`config.mk`:
```
export PLATFORM = sky130hd
export DESIGN_NAME = sqw_trim_gen
export DESIGN_NICKNAME = d
export VERILOG_FILES = /design/src/rtl/sqw_pkg.sv /design/src/rtl/sqw_trim_accum.sv /design/src/rtl/sqw_comp_div.sv /design/src/rtl/sqw_trim_gen.sv
export SDC_FILE = /design/constraint.sdc
export NUM_CORES = 1
export LEC_CHECK = 0
export BUFFER_PORTS_ARGS = -buffer_cell sky130_fd_sc_hd__buf_2
export CAP_MARGIN = 0
export CORE_MARGIN = 5
export CORE_UTILIZATION = 62
export CTS_BUF_LIST = sky130_fd_sc_hd__clkbuf_4 sky130_fd_sc_hd__clkbuf_8
export CTS_CLUSTER_DIAMETER = 40
export DETAILED_ROUTE_END_ITERATION = 10
export PLACE_DENSITY = 0.92
export SLEW_MARGIN = 20
export SYNTH_ARGS = -nofsm -noshare
export SYNTH_HDL_FRONTEND = slang
export SYNTH_SLANG_ARGS = --single-unit
```
`constraint.sdc`:
```
create_clock -name clk -period 9.35 [get_ports clk]
set_input_delay 2.805 -clock clk [delete_from_list [all_inputs] [get_ports clk]]
set_output_delay 2.805 -clock clk [all_outputs]
set_load 0.01 [all_outputs]
```
`src/rtl/sqw_pkg.sv`:
```
package sqw_pkg;

   typedef enum logic [1:0] {
      RATE_SLOW   = 2'd0,
      RATE_MID    = 2'd1,
      RATE_FAST_A = 2'd2,
      RATE_FAST_B = 2'd3
   } rate_e;

   function automatic logic rate_is_fast(input logic [1:0] sel);
      return (sel == RATE_FAST_A) || (sel == RATE_FAST_B);
   endfunction

   typedef struct packed {
      logic ins;
      logic drop;
   } corr_t;

endpackage

```
`src/rtl/sqw_trim_accum.sv`:
```
module sqw_trim_accum
   import sqw_pkg::*;
#(
   parameter int TRIM_W      = 8,
   parameter int CORR_PERIOD = 1_000_000,
   parameter bit SAT_MIN     = 1'b1
) (
   input  logic              clk,
   input  logic              rst_n,
   input  logic              clr_i,
   input  logic              tick_i,
   input  logic [TRIM_W-1:0] trim_i,
   output corr_t             corr_o
);
   localparam int ACC_W = $clog2(CORR_PERIOD) + 2;
   localparam int MAG_W = TRIM_W;

   logic [MAG_W-1:0] mag;
   logic [ACC_W-1:0] acc_q, acc_sum;
   logic             neg, hit;

   assign neg = trim_i[TRIM_W-1];

   generate
      if (SAT_MIN) begin : g_sat
         always_comb begin
            if (trim_i == {1'b1, {(TRIM_W-1){1'b0}}})
               mag = {1'b0, {(TRIM_W-1){1'b1}}};
            else if (neg)
               mag = MAG_W'(~trim_i + 1'b1);
            else
               mag = trim_i;
         end
      end else begin : g_wrap
         always_comb mag = neg ? MAG_W'(~trim_i + 1'b1) : trim_i;
      end
   endgenerate

   assign acc_sum = acc_q + ACC_W'(mag);
   assign hit     = (acc_sum >= ACC_W'(CORR_PERIOD));

   always_ff @(posedge clk or negedge rst_n) begin
      if (!rst_n)
         acc_q <= '0;
      else if (clr_i)
         acc_q <= '0;
      else if (tick_i)
         acc_q <= hit ? (acc_sum - ACC_W'(CORR_PERIOD)) : acc_sum;
   end

   always_comb begin
      corr_o.ins  = tick_i && hit && !neg;
      corr_o.drop = tick_i && hit && neg;
   end


   acc_range_chk: assert property (@(posedge clk) disable iff (!rst_n)
      acc_q < ACC_W'(CORR_PERIOD));


   zero_trim_chk: assert property (@(posedge clk) disable iff (!rst_n)
      (trim_i == '0) |-> !(corr_o.ins || corr_o.drop));


   corr_excl_chk: assert property (@(posedge clk) disable iff (!rst_n)
      !(corr_o.ins && corr_o.drop));

endmodule

```
`src/rtl/sqw_comp_div.sv`:
```
module sqw_comp_div
   import sqw_pkg::*;
#(
   parameter int CNT_W = 8
) (
   input  logic             clk,
   input  logic             rst_n,
   input  logic             clr_i,
   input  logic             tick_i,
   input  corr_t            corr_i,
   input  logic [CNT_W-1:0] half_i,
   output logic             wave_o
);
   logic [CNT_W-1:0] cnt_q, step, sum;
   logic             wrap;

   always_comb begin
      if (!tick_i || corr_i.drop) step = '0;
      else if (corr_i.ins)        step = CNT_W'(2);
      else                        step = CNT_W'(1);
   end

   assign sum  = cnt_q + step;
   assign wrap = (sum >= half_i);

   always_ff @(posedge clk or negedge rst_n) begin
      if (!rst_n) begin
         cnt_q  <= '0;
         wave_o <= 1'b0;
      end else if (clr_i) begin
         cnt_q  <= '0;
         wave_o <= 1'b0;
      end else if (wrap) begin
         cnt_q  <= sum - half_i;
         wave_o <= ~wave_o;
      end else begin
         cnt_q  <= sum;
      end
   end


   cnt_bound_chk: assert property (@(posedge clk) disable iff (!rst_n || clr_i)
      cnt_q < half_i);


   drop_hold_chk: assert property (@(posedge clk) disable iff (!rst_n)
      (tick_i && corr_i.drop && !clr_i) |=> $stable(cnt_q) && $stable(wave_o));

endmodule

```
`src/rtl/sqw_trim_gen.sv`:
```
module sqw_trim_gen
   import sqw_pkg::*;
#(
   parameter int TRIM_W      = 8,
   parameter int HALF_SLOW   = 4096,
   parameter int HALF_MID    = 8,
   parameter int CORR_PERIOD = 1_000_000,
   parameter bit SAT_MIN     = 1'b1
) (
   input  logic              clk,
   input  logic              rst_n,
   input  logic              ref_tick,
   input  logic              wave_en,
   input  logic [1:0]        rate_sel,
   input  logic [TRIM_W-1:0] trim,
   output logic              sq_out
);
   localparam int HALF_MAX = (HALF_SLOW > HALF_MID) ? HALF_SLOW : HALF_MID;
   localparam int CNT_W    = $clog2(HALF_MAX + 2) + 1;

   generate
      if (HALF_SLOW < 2 || HALF_MID < 2) begin : g_bad_half
         $error("half periods must be at least 2");
      end
      if (CORR_PERIOD <= (1 << (TRIM_W - 1))) begin : g_bad_period
         $error("CORR_PERIOD must exceed the largest trim magnitude");
      end
   endgenerate

   logic [1:0]       sel_q;
   logic             restart, acc_tick, fast_q, slow_wave;
   corr_t            corr;
   logic [CNT_W-1:0] half;

   assign restart  = !wave_en || (rate_sel != sel_q);
   assign acc_tick = ref_tick && !restart;
   assign half     = (rate_sel == RATE_SLOW) ? CNT_W'(HALF_SLOW) : CNT_W'(HALF_MID);

   always_ff @(posedge clk or negedge rst_n) begin
      if (!rst_n) begin
         sel_q  <= RATE_SLOW;
         fast_q <= 1'b0;
      end else begin
         sel_q <= rate_sel;
         if (restart)       fast_q <= 1'b0;
         else if (ref_tick) fast_q <= ~fast_q;
      end
   end

   sqw_trim_accum #(
      .TRIM_W      (TRIM_W),
      .CORR_PERIOD (CORR_PERIOD),
      .SAT_MIN     (SAT_MIN)
   ) u_accum (
      .clk    (clk),
      .rst_n  (rst_n),
      .clr_i  (restart),
      .tick_i (acc_tick),
      .trim_i (trim),
      .corr_o (corr)
   );

   sqw_comp_div #(
      .CNT_W (CNT_W)
   ) u_div (
      .clk    (clk),
      .rst_n  (rst_n),
      .clr_i  (restart),
      .tick_i (acc_tick),
      .corr_i (corr),
      .half_i (half),
      .wave_o (slow_wave)
   );

   assign sq_out = rate_is_fast(sel_q) ? fast_q : slow_wave;


   dis_low_chk: assert property (@(posedge clk) disable iff (!rst_n)
      !wave_en |=> !sq_out);


   sel_restart_chk: assert property (@(posedge clk) disable iff (!rst_n)
      (wave_en && rate_sel != sel_q) |=> !sq_out);


   fast_toggle_chk: assert property (@(posedge clk) disable iff (!rst_n)
      (wave_en && rate_sel == sel_q && rate_is_fast(rate_sel) && ref_tick)
         |=> (sq_out != $past(sq_out)));


   edge_cause_chk: assert property (@(posedge clk) disable iff (!rst_n)
      (sq_out != $past(sq_out)) |-> $past(ref_tick || restart));

endmodule

```
==> results.py <==
metrics = {
    "pwr": {
        "p_comb_share_pct": 28.4,
        "cellLeakagePower_uw": 0.00174,
        "netSwitchingPower_uw": 153,
        "finalPower_uw": 464,
        "seqPwrFrac_pct": 39.8,
        "internal_power_uw": 312,
        "clock_power_share_pct": 31.8,
        "sw_frac_of_total_pct": 32.9,
        "powerDensity_mw_per_mm2": 111,
        "vdd_drop_max_uv": 134,
    },
    "global_route": {
        "antenna_found_initial": 0,
        "grt_util_all_layers_pct": 26.0,
        "grt_max_degree": 41,
        "grt_pass1_vias": 3528,
        "grt_pass1_wl_um": 16400,
        "grt_overflow": 0,
    },
    "sta": {
        "finalSetupViolCount": 0,
        "max_freq_mhz": 111,
        "timing.hold.ws_ps": 544,
        "hold_violations": 0,
        "period_minus_slack_ps": 9020,
        "fin_crit_sh_pct": 96.5,
        "finalMaxSlewViolations": 0,
        "finalClockSkew_ps": 12.9,
        "worstMarginPinSlew_ps": 935,
        "slew_headroom_pct": 37.7,
    },
    "floorplanning": {
        "coreArea_sq_mm": 0.00599,
        "rows": 28,
        "die_y_um": 88.8,
        "die-area_sq_mm": 0.00788,
        "ios": 15,
        "start_util_pct": 64.2,
        "die_x_um": 88.8,
    },
    "cts": {
        "clkSinkCount": 40,
        "clock_latency_ps": 310,
        "cts_tree": "built",
        "clkSlewWorstSetupHoldPaths_ps": 90,
        "postCtsHoldBufs": 0,
        "cts_htree_levels": 2,
        "cts_root_buffer": "clkbuf_8",
        "clockBufferDepth": 2,
        "cts_buffers": 5,
    },
    "yosys": {
        "synth_largest_area_cell": "dfrtp_1",
        "ys_seq_elements": 40,
        "synth_warnings": 0,
        "ys_types": 75,
        "syn_nets": 486,
        "synthesis.area_sq_mm": 0.00384,
        "synth-edff-count": 0,
        "synth_ff_type": "dfrtp_1",
        "syn_avg_cell_area_sq_um": 8.49,
        "synthMostInstantiatedCell": "nor2_1",
        "yosys-top-cells-count": "46 x nor2_1, 40 x dfrtp_1, 37 x nand2_1",
        "synthArstFlopShare_pct": 100,
        "synth_top_area_share_pct": 26.0,
        "ys_top_cells_by_area": "dfrtp_1 26%, ha_1 5.5%, xnor2_1 5.5%",
        "synthCells": 453,
        "yosysSeqAreaShare_pct": 26.0,
    },
    "route": {
        "drt_iter0_drc": 304,
        "routed_wl_um": 10000,
        "vias": 3672,
        "drc": 0,
        "dr.pass1.iters": 5,
        "viasPerCell": 6.84,
        "wl_per_cell_um": 18.7,
        "postRouteAntennaNets": 0,
    },
    "setup_path": {
        "rr_endpoint": "u_div.cnt_q[8]$_DFF_PN0_",
        "critPathMaxFanout": 12,
        "critical_path.top_delay_family": "compound AO/OA/AOI/OAI gates",
        "path_buf_inv": 5,
        "r2r-start": "u_accum.acc_q[2]$_DFFE_PN0P_",
        "slowest_stage": "ha_1",
        "cp.arrival_ps": 9210,
        "critPathKind": "in -> reg",
        "rr_worst_depth": 28,
        "cpPeakStageDelay_ps": 330,
        "r2r_slack_ps": 3380,
        "critPathCaptureType": "register",
        "required_ps": 9530,
        "worstSetupStartpointType": "primary input",
        "path_common_cell": "ha_1",
    },
    "worst_hold_path": {
        "holdPathEnd": "u_accum.acc_q[0]$_DFFE_PN0P_",
        "hp-class": "reg -> reg",
        "holdPathStages": 2,
        "worstHoldStart": "u_accum.acc_q[0]$_DFFE_PN0P_",
    },
    "job": {
        "max_cap_viol_count": 0,
    },
    "finish": {
        "n_antenna_cell": 0,
        "layout-drive-gt1-share_pct": 15.4,
        "stdcell_area_sq_mm": 0.00417,
        "nets": 494,
        "num-fill-cells": 436,
        "utilization_pct": 69.5,
        "area_growth_pct": 8.36,
        "final_cells": 537,
    },
    "placement": {
        "place.port_buffers": 14,
        "routabilityCongestion": 0.918,
        "placed_cell_area_sq_mm": 0.00396,
        "dpl.hpwl_um": 6850,
        "place_inst": 526,
    },
    "run_status": {
        "status": "finished clean",
    },
}
==> power by group through the flow <==
stage	logic (uW)	registers, uW	clock network, uW
6_report	132	185	148
5_1_grt	146	186	158
4_1_cts	124	184	148
3_5_place_dp	123	188	0
3_3_place_gp	117	187	0
2_1_floorplan	95.4	185	0
==> metrics by stage <==
step / TNS, ps / setup slack (ps)
after CTS: 0 / 235
after global placement: 0 / 230
after detailed placement: -133 / -57.5
after floorplan: 0 / 312
after global routing: -228 / -82.4
final: 0 / 328
==> how the worst max path moves through the flow <==
stage	cells past startpoint	from	slack [ps]	end
after floorplan	33	trim[0]	310	u_div.cnt_q[9]$_DFF_PN0_
after global placement	32	trim[0]	230	u_div.cnt_q[9]$_DFF_PN0_
after detailed placement	34	trim[1]	-60	u_div.cnt_q[8]$_DFF_PN0_
after CTS	32	trim[1]	230	u_div.cnt_q[9]$_DFF_PN0_
after global routing	34	trim[0]	-80	u_div.cnt_q[8]$_DFF_PN0_
final	34	trim[1]	330	u_div.cnt_q[8]$_DFF_PN0_
==> placed cells by master, fill, tap and decap left out, types with 5 or more instances in the layout <==
master / synthesis / final
nand4_1: 10 / 10
a21oi_1: 18 / 17
o211a_1: 5 / 5
nor2b_1: 6 / 6
o211ai_1: 5 / 5
a21o_1: 6 / 6
and2_1: 7 / 7
inv_1: 11 / 11
nand2_1: 37 / 37
buf_2: 5 / 14
o21a_1: 5 / 5
a31oi_1: 6 / 5
dfrtp_1: 40 / 40
nor4_1: 7 / 5
o21ai_0: 12 / 11
nand3_1: 18 / 18
nor2_1: 46 / 45
o21ai_1: 5 / 6
nand2b_1: 6 / 6
nor3_1: 12 / 12
a211oi_1: 7 / 7
mux2i_1: 11 / 11
clkbuf_8: 0 / 5
and3_1: 7 / 7
buf_4: 0 / 8
ha_1: 17 / 16
xnor2_1: 24 / 24
xor2_1: 23 / 22
or3_1: 6 / 6
or2_2: 5 / 5
==> sequential cells by signal, summed over array words and instances (netlist names) <==
signal and cells:
u_accum.acc_q 22, fast_q 1, u_div.cnt_q 14, sel_q 2
u_div.wave_o 1
==> worst register-to-register path, delay by kind of cell, from the launching register on <==
kind,cells,cell delay (ps)
compound gates,8,1880
buf+inv,3,370
simple gates,9,1330
fa+ha+maj,5,1290
flops,1,390
xor+xnor,3,600
==> cell families after synthesis <==
kind of cell | synth area share (%)
xor gates and xnor gates | 10.7
buffers and inverters | 3.29
AOI/OAI and AO/OA | 22.9
and+or+nand+nor | 26.7
adders and majority gates | 6.57
DFF | 26.0
muxes | 3.74
==> layer usage <==
layer	vias up	wire, um	track usage (%)
met5	-	0	0
met2	169	5000	44.4
li1	1678	-	-
met1	1797	4170	33.5
met3	28	667	4.56
met4	0	208	7.97
==> layout make-up <==
class | count | area (sq um) | share of cell area [%]
Clock buffer | 5 | 68.8 | 1.65
Clock inverter | 3 | 42.5 | 1.02
Multi-Input combinational cell | 381 | 2790 | 66.9
Sequential cell | 40 | 1000 | 24.0
Tap cell | 75 | 93.8 | 2.25
Timing Repair Buffer | 22 | 130 | 3.12
Inverter | 11 | 41.3 | 0.991
==> what timing repair did <==
action,CTS,global route
setup buffers,0,3
setup endpoints to repair,0,12
resized for setup,0,13
Note: power is estimated with default switching activity, not from simulation.
